File: src/rtl/diag_pkg.sv
`timescale 1ns/1ps
// Package: shared indices and policy helpers for the diagnostic status unit.
// Assumes the four shared fault inputs are packed in the order given below.
package diag_pkg;
    localparam int IDX_OV   = 0;
    localparam int IDX_UV   = 1;
    localparam int IDX_TW   = 2;
    localparam int IDX_TSD  = 3;
    localparam int NUM_FAST = 4;

    // Clear is refused while the raw condition persists for thermal faults.
    function automatic bit hold_on_raw(input int idx);
        return (idx == IDX_TW) || (idx == IDX_TSD);
    endfunction
endpackage

File: src/rtl/diag_filter.sv
`timescale 1ns/1ps
// Module: diag_filter
// Persistence filter. qual is high while raw has been sampled high on at
// least LIM consecutive edges, counting the current cycle's edge-to-be.
// Assumes LIM >= 1. The count restarts whenever raw is sampled low or en is low.
module diag_filter #(
    parameter int LIM = 4
) (
    input  logic clk,
    input  logic rst_n,
    input  logic en,
    input  logic raw,
    output logic qual
);
    localparam int CW = (LIM > 1) ? $clog2(LIM) : 1;
    localparam logic [CW-1:0] TOP = CW'(LIM - 1);

    logic [CW-1:0] cnt;

    // Combinational qualification: saturated count and raw still present.
    assign qual = en && raw && (cnt == TOP);

    // Count consecutive raw-high edges, saturating one below the limit.
    always_ff @(posedge clk) begin
        if (!rst_n || !en || !raw) begin
            cnt <= '0;
        end else if (cnt != TOP) begin
            cnt <= cnt + 1'b1;
        end
    end


    generate
        if (LIM > 1) begin : g_chk
            rise_needs_raw_chk: assert property (@(posedge clk) disable iff (!rst_n)
                $rose(qual) |-> $past(raw))
                else $error("qualification without prior raw sample");
        end
    endgenerate
endmodule

File: src/rtl/diag_latch.sv
`timescale 1ns/1ps
// Module: diag_latch
// Sticky status flag. set has priority over clr. With HOLD set, a clear is
// ignored while raw is high. en low forces the flag to zero at the next edge.
module diag_latch #(
    parameter bit HOLD = 1'b0
) (
    input  logic clk,
    input  logic rst_n,
    input  logic en,
    input  logic set,
    input  logic clr,
    input  logic raw,
    output logic stat
);
    logic clr_ok;

    // A clear takes effect unless the hold policy blocks it.
    assign clr_ok = clr && !(HOLD && raw);

    // Latch the flag: set wins, then an accepted clear, else hold.
    always_ff @(posedge clk) begin
        if (!rst_n || !en) begin
            stat <= 1'b0;
        end else begin
            stat <= set || (stat && !clr_ok);
        end
    end


    set_wins_chk: assert property (@(posedge clk) disable iff (!rst_n)
        (set && en) |=> stat)
        else $error("flag failed to set on qualification");


    generate
        if (HOLD) begin : g_hold
            hold_raw_chk: assert property (@(posedge clk) disable iff (!rst_n)
                (stat && raw && en) |=> stat)
                else $error("flag cleared while raw condition present");
        end
    endgenerate
endmodule

File: src/rtl/diag_settle.sv
`timescale 1ns/1ps
// Module: diag_settle
// Start-up settling timer. When active is sampled high after being low,
// nrdy is high for exactly SETTLE cycles. Assumes SETTLE >= 1.
module diag_settle #(
    parameter int SETTLE = 8
) (
    input  logic clk,
    input  logic rst_n,
    input  logic active,
    output logic nrdy
);
    localparam int SW = (SETTLE > 1) ? $clog2(SETTLE) : 1;
    localparam logic [SW-1:0] TMR_INIT = SW'(SETTLE - 1);

    logic          act_q;
    logic [SW-1:0] tmr;

    // Track the previous active level to spot the standby exit.
    always_ff @(posedge clk) begin
        if (!rst_n) act_q <= 1'b0;
        else        act_q <= active;
    end

    // Run the settling countdown and drop nrdy at expiry.
    always_ff @(posedge clk) begin
        if (!rst_n || !active) begin
            nrdy <= 1'b0;
            tmr  <= '0;
        end else if (!act_q) begin
            nrdy <= 1'b1;
            tmr  <= TMR_INIT;
        end else if (nrdy) begin
            if (tmr == '0) nrdy <= 1'b0;
            else           tmr  <= tmr - 1'b1;
        end
    end


    start_sets_chk: assert property (@(posedge clk) disable iff (!rst_n)
        (active && !act_q) |=> nrdy)
        else $error("not-ready missing after standby exit");


    expiry_clears_chk: assert property (@(posedge clk) disable iff (!rst_n)
        (nrdy && active && act_q && tmr == '0) |=> !nrdy)
        else $error("not-ready stuck after timer expiry");
endmodule

File: src/rtl/diag_status_unit.sv
`timescale 1ns/1ps
// Module: diag_status_unit (top)
// Filters raw fault inputs, latches status flags, applies per-class clear
// and recovery policies and decides the global output-off condition.
// Assumes clr_stb is a single-cycle pulse. All inputs are synchronous to clk.
module diag_status_unit
    import diag_pkg::*;
#(
    parameter int NCH        = 4,
    parameter int FAST_CYC   = 256,
    parameter int SLOW_CYC   = 8000,
    parameter int SETTLE_CYC = 1280
) (
    input  logic           clk,
    input  logic           rst_n,
    input  logic           active,
    input  logic           clr_stb,
    input  logic           rcv_dis,
    input  logic [NCH-1:0] raw_ol,
    input  logic           raw_ov,
    input  logic           raw_uv,
    input  logic           raw_tw,
    input  logic           raw_tsd,
    output logic [NCH-1:0] ol_flag,
    output logic           ov_flag,
    output logic           uv_flag,
    output logic           tw_flag,
    output logic           tsd_flag,
    output logic           not_ready,
    output logic           no_err,
    output logic           drv_off
);
    logic [NUM_FAST-1:0] f_raw, f_qual, f_flag;
    logic [NCH-1:0]      ol_qual;
    logic [1:0]          sup_live;
    logic                supply_off;

    assign f_raw = {raw_tsd, raw_tw, raw_uv, raw_ov};

    // Shared faults: one filter and one latch each, policy from the package.
    for (genvar i = 0; i < NUM_FAST; i++) begin : g_fast
        diag_filter #(.LIM(FAST_CYC)) u_flt (
            .clk(clk), .rst_n(rst_n), .en(active),
            .raw(f_raw[i]), .qual(f_qual[i])
        );
        diag_latch #(.HOLD(hold_on_raw(i))) u_lat (
            .clk(clk), .rst_n(rst_n), .en(active),
            .set(f_qual[i]), .clr(clr_stb), .raw(f_raw[i]), .stat(f_flag[i])
        );
    end

    // Per-channel open-load: slow filter, report-only latch.
    for (genvar c = 0; c < NCH; c++) begin : g_ol
        diag_filter #(.LIM(SLOW_CYC)) u_flt (
            .clk(clk), .rst_n(rst_n), .en(active),
            .raw(raw_ol[c]), .qual(ol_qual[c])
        );
        diag_latch #(.HOLD(1'b0)) u_lat (
            .clk(clk), .rst_n(rst_n), .en(active),
            .set(ol_qual[c]), .clr(clr_stb), .raw(raw_ol[c]), .stat(ol_flag[c])
        );
    end

    // Live filtered supply condition: set on qualification, drop on raw low.
    always_ff @(posedge clk) begin
        if (!rst_n || !active) begin
            sup_live <= '0;
        end else begin
            sup_live[0] <= raw_ov && (f_qual[IDX_OV] || sup_live[0]);
            sup_live[1] <= raw_uv && (f_qual[IDX_UV] || sup_live[1]);
        end
    end

    diag_settle #(.SETTLE(SETTLE_CYC)) u_settle (
        .clk(clk), .rst_n(rst_n), .active(active), .nrdy(not_ready)
    );

    // Supply recovery policy: automatic on live level, or manual on flags.
    assign supply_off = rcv_dis ? (f_flag[IDX_OV] || f_flag[IDX_UV]) : (|sup_live);

    // Global output-off decision and status outputs.
    assign drv_off  = !active || not_ready || f_flag[IDX_TSD] || supply_off;
    assign ov_flag  = f_flag[IDX_OV];
    assign uv_flag  = f_flag[IDX_UV];
    assign tw_flag  = f_flag[IDX_TW];
    assign tsd_flag = f_flag[IDX_TSD];
    assign no_err   = !((|f_flag) || (|ol_flag) || not_ready);


    standby_clears_chk: assert property (@(posedge clk) disable iff (!rst_n)
        !active |=> (f_flag == '0 && ol_flag == '0 && !not_ready && sup_live == '0))
        else $error("standby did not clear state");


    live_drops_chk: assert property (@(posedge clk) disable iff (!rst_n)
        (!raw_ov && !raw_uv) |=> (sup_live == '0))
        else $error("supply condition outlived raw input");
endmodule

File: config.mk
export PLATFORM = sky130hd
export DESIGN_NAME = diag_status_unit
export DESIGN_NICKNAME = d
export VERILOG_FILES = /design/src/rtl/diag_pkg.sv /design/src/rtl/diag_filter.sv /design/src/rtl/diag_latch.sv /design/src/rtl/diag_settle.sv /design/src/rtl/diag_status_unit.sv
export SDC_FILE = /design/constraint.sdc
export NUM_CORES = 1
export LEC_CHECK = 0
export ABC_AREA = 1
export BUFFER_PORTS_ARGS = -buffer_cell sky130_fd_sc_hd__buf_4
export CAP_MARGIN = 0
export CORE_UTILIZATION = 64
export CTS_BUF_LIST = sky130_fd_sc_hd__clkbuf_4
export DETAILED_ROUTE_END_ITERATION = 10
export MAX_ROUTING_LAYER = met4
export PLACE_DENSITY_LB_ADDON = 0.12
export RECOVER_POWER = 100
export SLEW_MARGIN = 40
export SYNTH_ARGS = -nofsm -noshare
export SYNTH_HDL_FRONTEND = slang
export SYNTH_HIERARCHICAL = 1
export SYNTH_SLANG_ARGS = --single-unit
File: constraint.sdc
create_clock -name clk -period 1.63 [get_ports clk]
set_input_delay 0.0815 -clock clk [delete_from_list [all_inputs] [get_ports clk]]
set_output_delay 0.0815 -clock clk [all_outputs]
set_load 0.01 [all_outputs]
---- Word-level counts from Yosys, hierarchy flattened ----
Cells that the tools add are included.
cells by class
  add/subtract/negate cells ............... 9
  equal/unequal tests ..................... 18
  mux-type cells .......................... 7
  bitwise operators ....................... 2
  reduce and logical (&&, ||, !) cells .... 74
operator list
  cell                                                                   number
  13-bit by 1-bit adder with 13-bit output (second input constant)       4
  13-bit equality test (second input constant)                           4
  13-bit != test (second input constant)                                 4
  11-bit 2-to-1 mux                                                      3
  8-bit by 1-bit adder with 8-bit output (second input constant)         4
  8-bit equality test (second input constant)                            4
  8-bit != test (second input constant)                                  4
  1-bit logical AND                                                      28
  1-bit logical OR                                                       25
  1-bit logical NOT                                                      14
  11-bit logical NOT                                                     1
  11-bit by 1-bit subtractor with 11-bit output (second input constant)  1
  4-bit OR reduction                                                     2
  1-bit 2-to-1 mux                                                       4
  2-bit AND reduction                                                    2
  2-bit OR reduction                                                     2
  2-bit by 1-bit != test with 1-bit output (second input constant)       1
  2-bit != test (second input constant)                                  1
  1-bit inverter                                                         2
storage, ports and cells
  output and inout port bits .............. 11
  flip-flop bits (word level) ............. 107
  input bits .............................. 13

---- Depth between registers and ports, before layout ----
  depth after elaboration ................. 5
  gate-level depth with buffers ........... 10
  depth with buffers taken out ............ 10

---- Cells and area by module ----
The synthesis kept the hierarchy.
modules (own cells, without submodules)
  module                              area an instance (µm²)  instances  cells each
  diag_filter at g_ol[0].u_flt ...    738.2                   4          115
  diag_filter at g_fast[0].u_flt ...  434.2                   4          63
  diag_settle                         769.5                   1          123
  diag_latch at g_fast[0].u_lat ...   43.8                    6          6
  diag_status_unit                    121.4                   1          21
  diag_latch at g_fast[2].u_lat ...   47.5                    2          7

---- Worst setup path after synthesis ----
No wires, ideal clock.
  path type ............................... flip-flop to flip-flop
  start point ............................. reg u_settle.tmr[0]
  end point ............................... reg u_settle.tmr[4]
  setup time .............................. 121 ps
  slack ................................... 211 ps
  arrival time ............................ 1,298 ps
  stages on the path, launching flop included .. 11
  data required time ...................... 1,509 ps
  path buffers ............................ 0
  path through ............................ dfxtp_1 > clkinv_1 > ha_1 > nand2_1 > nor2_2 > nand3_4 > nand2_4 > nand2_4 > nor2_1 > nor2_1 > nor2_1
between the ends
  longest elaborated chain between the ends .. 4
  elaborated cells on any way between the ends .. 7
  those cells by class .................... add/sub: 1; eq/ne: 1; mux: 3; reduce/logical: 2
RTL lines
  item                                           line               text
  start, declared                                diag_settle.sv:17  logic [SW-1:0] tmr;
  start signal, assigned                         diag_settle.sv:35  else tmr <= tmr - 1'b1;
  11-bit by 1-bit subtractor with 11-bit output  diag_settle.sv:35
  11-bit 2-to-1 mux                              diag_settle.sv:34  if (tmr == '0) nrdy <= 1'b0;
  11-bit 2-to-1 mux                              diag_settle.sv:33  end else if (nrdy) begin
  11-bit 2-to-1 mux                              diag_settle.sv:30  end else if (!act_q) begin
Several ways; a longest one is shown, not always the timed one. The select of a mux whose other input is x is not followed.
A chain may end at the register's enable or synchronous reset.

---- Worst setup path in the final report ----
  start point ............................. reg g_fast[3].u_flt.cnt[1]
  end point ............................... reg g_fast[3].u_lat.stat
between the ends
  longest elaborated chain between the ends .. 3
RTL lines
  item                    line                    text
  start, declared         diag_filter.sv:18       logic [CW-1:0] cnt;
  start signal, assigned  diag_filter.sv:28       cnt <= cnt + 1'b1;
  8-bit equality test     diag_filter.sv:21       assign qual = en && raw && (cnt == TOP);
  1-bit logical AND       diag_filter.sv:21
  via f_qual[3]           diag_status_unit.sv:33  logic [NUM_FAST-1:0] f_raw, f_qual, f_flag;
  1-bit logical OR        diag_latch.sv:26        stat <= set || (stat && !clr_ok);
  end signal, assigned    diag_latch.sv:26
  end, declared           diag_latch.sv:14        output logic stat
The timed path passes the listed nets, and every way through them passes these cells.

==> results_dict.tcl <==
set metrics [dict create \
    count_of_h_tree_levels_built_during_cts 3 \
    antenna_found_initial 0 \
    cp-start-kind "flip-flop" \
    cts_inserted_buffers 9 \
    final_core_util_pct 71.8 \
    synth-async-reset-ratio_pct 0 \
    yosys-top-cells-area "sky130_fd_sc_hd__dfxtp_1 (36%), sky130_fd_sc_hd__nand2_1 (15%), sky130_fd_sc_hd__nor2_1 (10%)" \
    gp_congestion 0.871 \
    clock_latency_ps 430 \
    input_output_buffers 23 \
    clk_root_buffer_cell "sky130_fd_sc_hd__clkbuf_4" \
    cap_violations 0 \
    peakVddDrop_mv 0.595 \
    critical_path_required_ps 2000 \
    placed_standard_cell_area_mm2 0.00628 \
    finalHoldViolations 0 \
    max_freq_mhz 660 \
    core_mm2 0.00885 \
    drive_gt1_share_pct 10.8 \
    yosysMostFrequentCell "sky130_fd_sc_hd__nand2_1" \
    power_density_over_the_cells_mw_per_mm2 666 \
    iteration_0_drc_markers 243 \
    violations_in_the_final_reports "DRC" \
    netlist_top_cells_count "sky130_fd_sc_hd__nand2_1 (239), sky130_fd_sc_hd__nor2_1 (160), sky130_fd_sc_hd__inv_1 (116), sky130_fd_sc_hd__dfxtp_1 (107), sky130_fd_sc_hd__nand3_1 (65)" \
    crit_path_cell_trace "ha_1 -> nand3_2 -> inv_1 -> nand2_1 -> nor2_1 -> inv_1 -> a21oi_1" \
    grtUsageTotal_pct 26.2 \
    syn2layout_area_growth_pct 7.02 \
    drt-wirelength-per-cell_um 10.8 \
    slew_of_the_pin_with_the_lowest_slew_margin_ps 493 \
    synthCells 906 \
    die_area_mm2 0.00967 \
    antenna_left 0 \
    multi_input_area_mm2 0.00321 \
    initial_core_util_pct 67.1 \
    design_area_mm2 0.00635 \
    grt_max_degree 23 \
    critical-path-top-delay-family "simple AND/OR/NAND/NOR gates" \
    critPathMaxStageDelay_ps 410 \
    synth.net_count 928 \
    synth.avg_cell_area_um2 6.55 \
    crit_path_end_kind "flip-flop" \
    num_vias 5500 \
    die_w_um 98.3 \
    n_fill_cell 784 \
    period_minus_slack_ps 1510 \
    fin_cells 1062 \
    synth_top_cell_by_area "sky130_fd_sc_hd__dfxtp_1" \
    fin_skew_ps 10.6 \
    worstSetupPathType "flip-flop to flip-flop" \
    cp_common_cell "sky130_fd_sc_hd__inv_1" \
    crit_arrival_ps 1880 \
    min_path_type "primary input to flip-flop" \
    diodes 0 \
    global_route_overflow 0 \
    synth_top_area_share_pct 36.1 \
    run_status "finished, violations left" \
    io_pins 24 \
    synth_seq_area_share_pct 36.1 \
    slowest_cp_cell "sky130_fd_sc_hd__dfxtp_1" \
    drt-total-wl_um 11500 \
    leakage_power_nw 2.51 \
    cp_max_fo 10 \
    post_synth_num_cell_types 29 \
    drc_errors 5 \
    setup_viol 0 \
    post_synth_instance_area_mm2 0.00594 \
    totalNegativeSetupSlack_ps 0 \
    setup_repair_after_global_routing_missed_its_margin "no" \
    timing_max_transition_violations_final 0 \
    synth_edf_count 0 \
    placed_cells 1041 \
    clock_tree_from_tritoncts "done" \
    clock-sinks 107 \
    clockBufferDepth 2 \
    floorplan.rows 34 \
    yosys_warnings 6 \
    worst_slew_margin_rel_pct 67.1 \
    route.detailed.vias_per_inst 5.18 \
    grt_pass1_wl_um 20500 \
    seq_area_mm2 0.00214 \
    finalCritPeriodShare_pct 92.9 \
    ys.flop_type "sky130_fd_sc_hd__dfxtp_1" \
    grt_pass1_vias 5052 \
    drt-pass1-iter-count 8 \
    critical_path.n_buffers_inverters 2 \
    fin_nets 973 \
    synth-seq-cells 107 \
    die_y_um 98.3 \
    detailed_place_hpwl_um 8780 \
    clk_pin_slew_ps 140 \
]
[cell usage in the layout, fill, tap and decap left out, drive strengths merged]
| cell | count |
|---|---|
| clkbuf | 22 |
| o21ai | 18 |
| inv | 131 |
| nand3b | 8 |
| nand3 | 74 |
| dlygate4sd3 | 7 |
| o21bai | 1 |
| dfxtp | 107 |
| buf | 18 |
| xnor2 | 8 |
| nor2 | 199 |
| a21oi | 38 |
| ha | 9 |
| and2 | 4 |
| clkinvlp | 1 |
| xor2 | 9 |
| and3 | 4 |
| clkinv | 2 |
| nand4 | 12 |
| nor3 | 8 |
| nand2 | 265 |
| bufinv | 1 |
| a31oi | 8 |
[kinds of logic (layout without fill, tap and decap cells)]
group | count (synthesis) | in the layout | share of synthesized area (%)
compound gates | 65 | 65 | 6.45
flops | 107 | 107 | 36.1
xor+xnor | 17 | 17 | 2.51
simple gates | 574 | 574 | 44.6
buf+inv | 134 | 182 | 8.49
fa+ha+maj | 9 | 9 | 1.90
[power breakdown]
group	switching, mW	internal (mW)	total [mW]
clock network	0.766	0.484	1.25
registers	0.0352	2.64	2.68
logic	0.186	0.117	0.303
[area by class of cell]
class,count,area share (%)
multi-input cells,665,50.5
clock buffers,11,1.30
well taps,108,2.13
clock inverters,3,0.650
flip-flops and latches,107,33.7
inverters,132,7.80
repair buffers,36,3.88
[stage by stage]
step	hold WS, ps	power, mW	worst slack, ps
floorplan	211	2.92	211
global placement	355	3.02	233
detailed placement	359	3.03	167
CTS	22.4	4.29	139
global route	24.6	4.43	11.9
finish	54.4	4.23	116
[worst paths after layout]
| kind | startpoint | slack (ps) | depth (start not counted) | endpoint |
|---|---|---|---|---|
| max | g_fast[3].u_flt/cnt[1]$_SDFFE_PP0P_ | 120 | 7 | g_fast[3].u_lat/stat$_SDFF_PP0_ |
| max reg2reg | g_fast[3].u_flt/cnt[1]$_SDFFE_PP0P_ | 120 | 7 | g_fast[3].u_lat/stat$_SDFF_PP0_ |
| min | raw_ol[0] | 50 | 4 | g_ol[0].u_lat/stat$_SDFF_PP0_ |
| min reg2reg | g_ol[0].u_flt/cnt[12]$_SDFFE_PP0P_ | 500 | 2 | g_ol[0].u_flt/cnt[12]$_SDFFE_PP0P_ |
[timing repair]
item,CTS,global route
setup buffers,0,0
hold buffers,7,0
endpoints found under the setup margin,1,0
resized for setup,1,0
hold endpoints to repair,22,0
[tightest hold or removal path, cell delays in order]
cell and delay (ps):
sky130_fd_sc_hd__buf_4 120, sky130_fd_sc_hd__and3_1 150, sky130_fd_sc_hd__inv_1 60, sky130_fd_sc_hd__a21oi_2 50
[registers in the layout, indices dropped and copies added, names as in the netlist]
register           count
g_fast.u_flt/cnt      32
g_fast.u_lat/stat      4
g_ol.u_flt/cnt        52
g_ol.u_lat/stat        4
sup_live               2
u_settle/act_q         1
u_settle/nrdy          1
u_settle/tmr          11
[layer usage]
metal  GRT usage [%]  up-vias  routed length [um]
li1                -     2912                   -
met1            30.9     2492                5370
met2            45.6       86                5540
met3            4.94       10                 420
met4            6.89        0                 127
met5               -        -                   0
No activity file was read; power rests on OpenSTA's default activity.
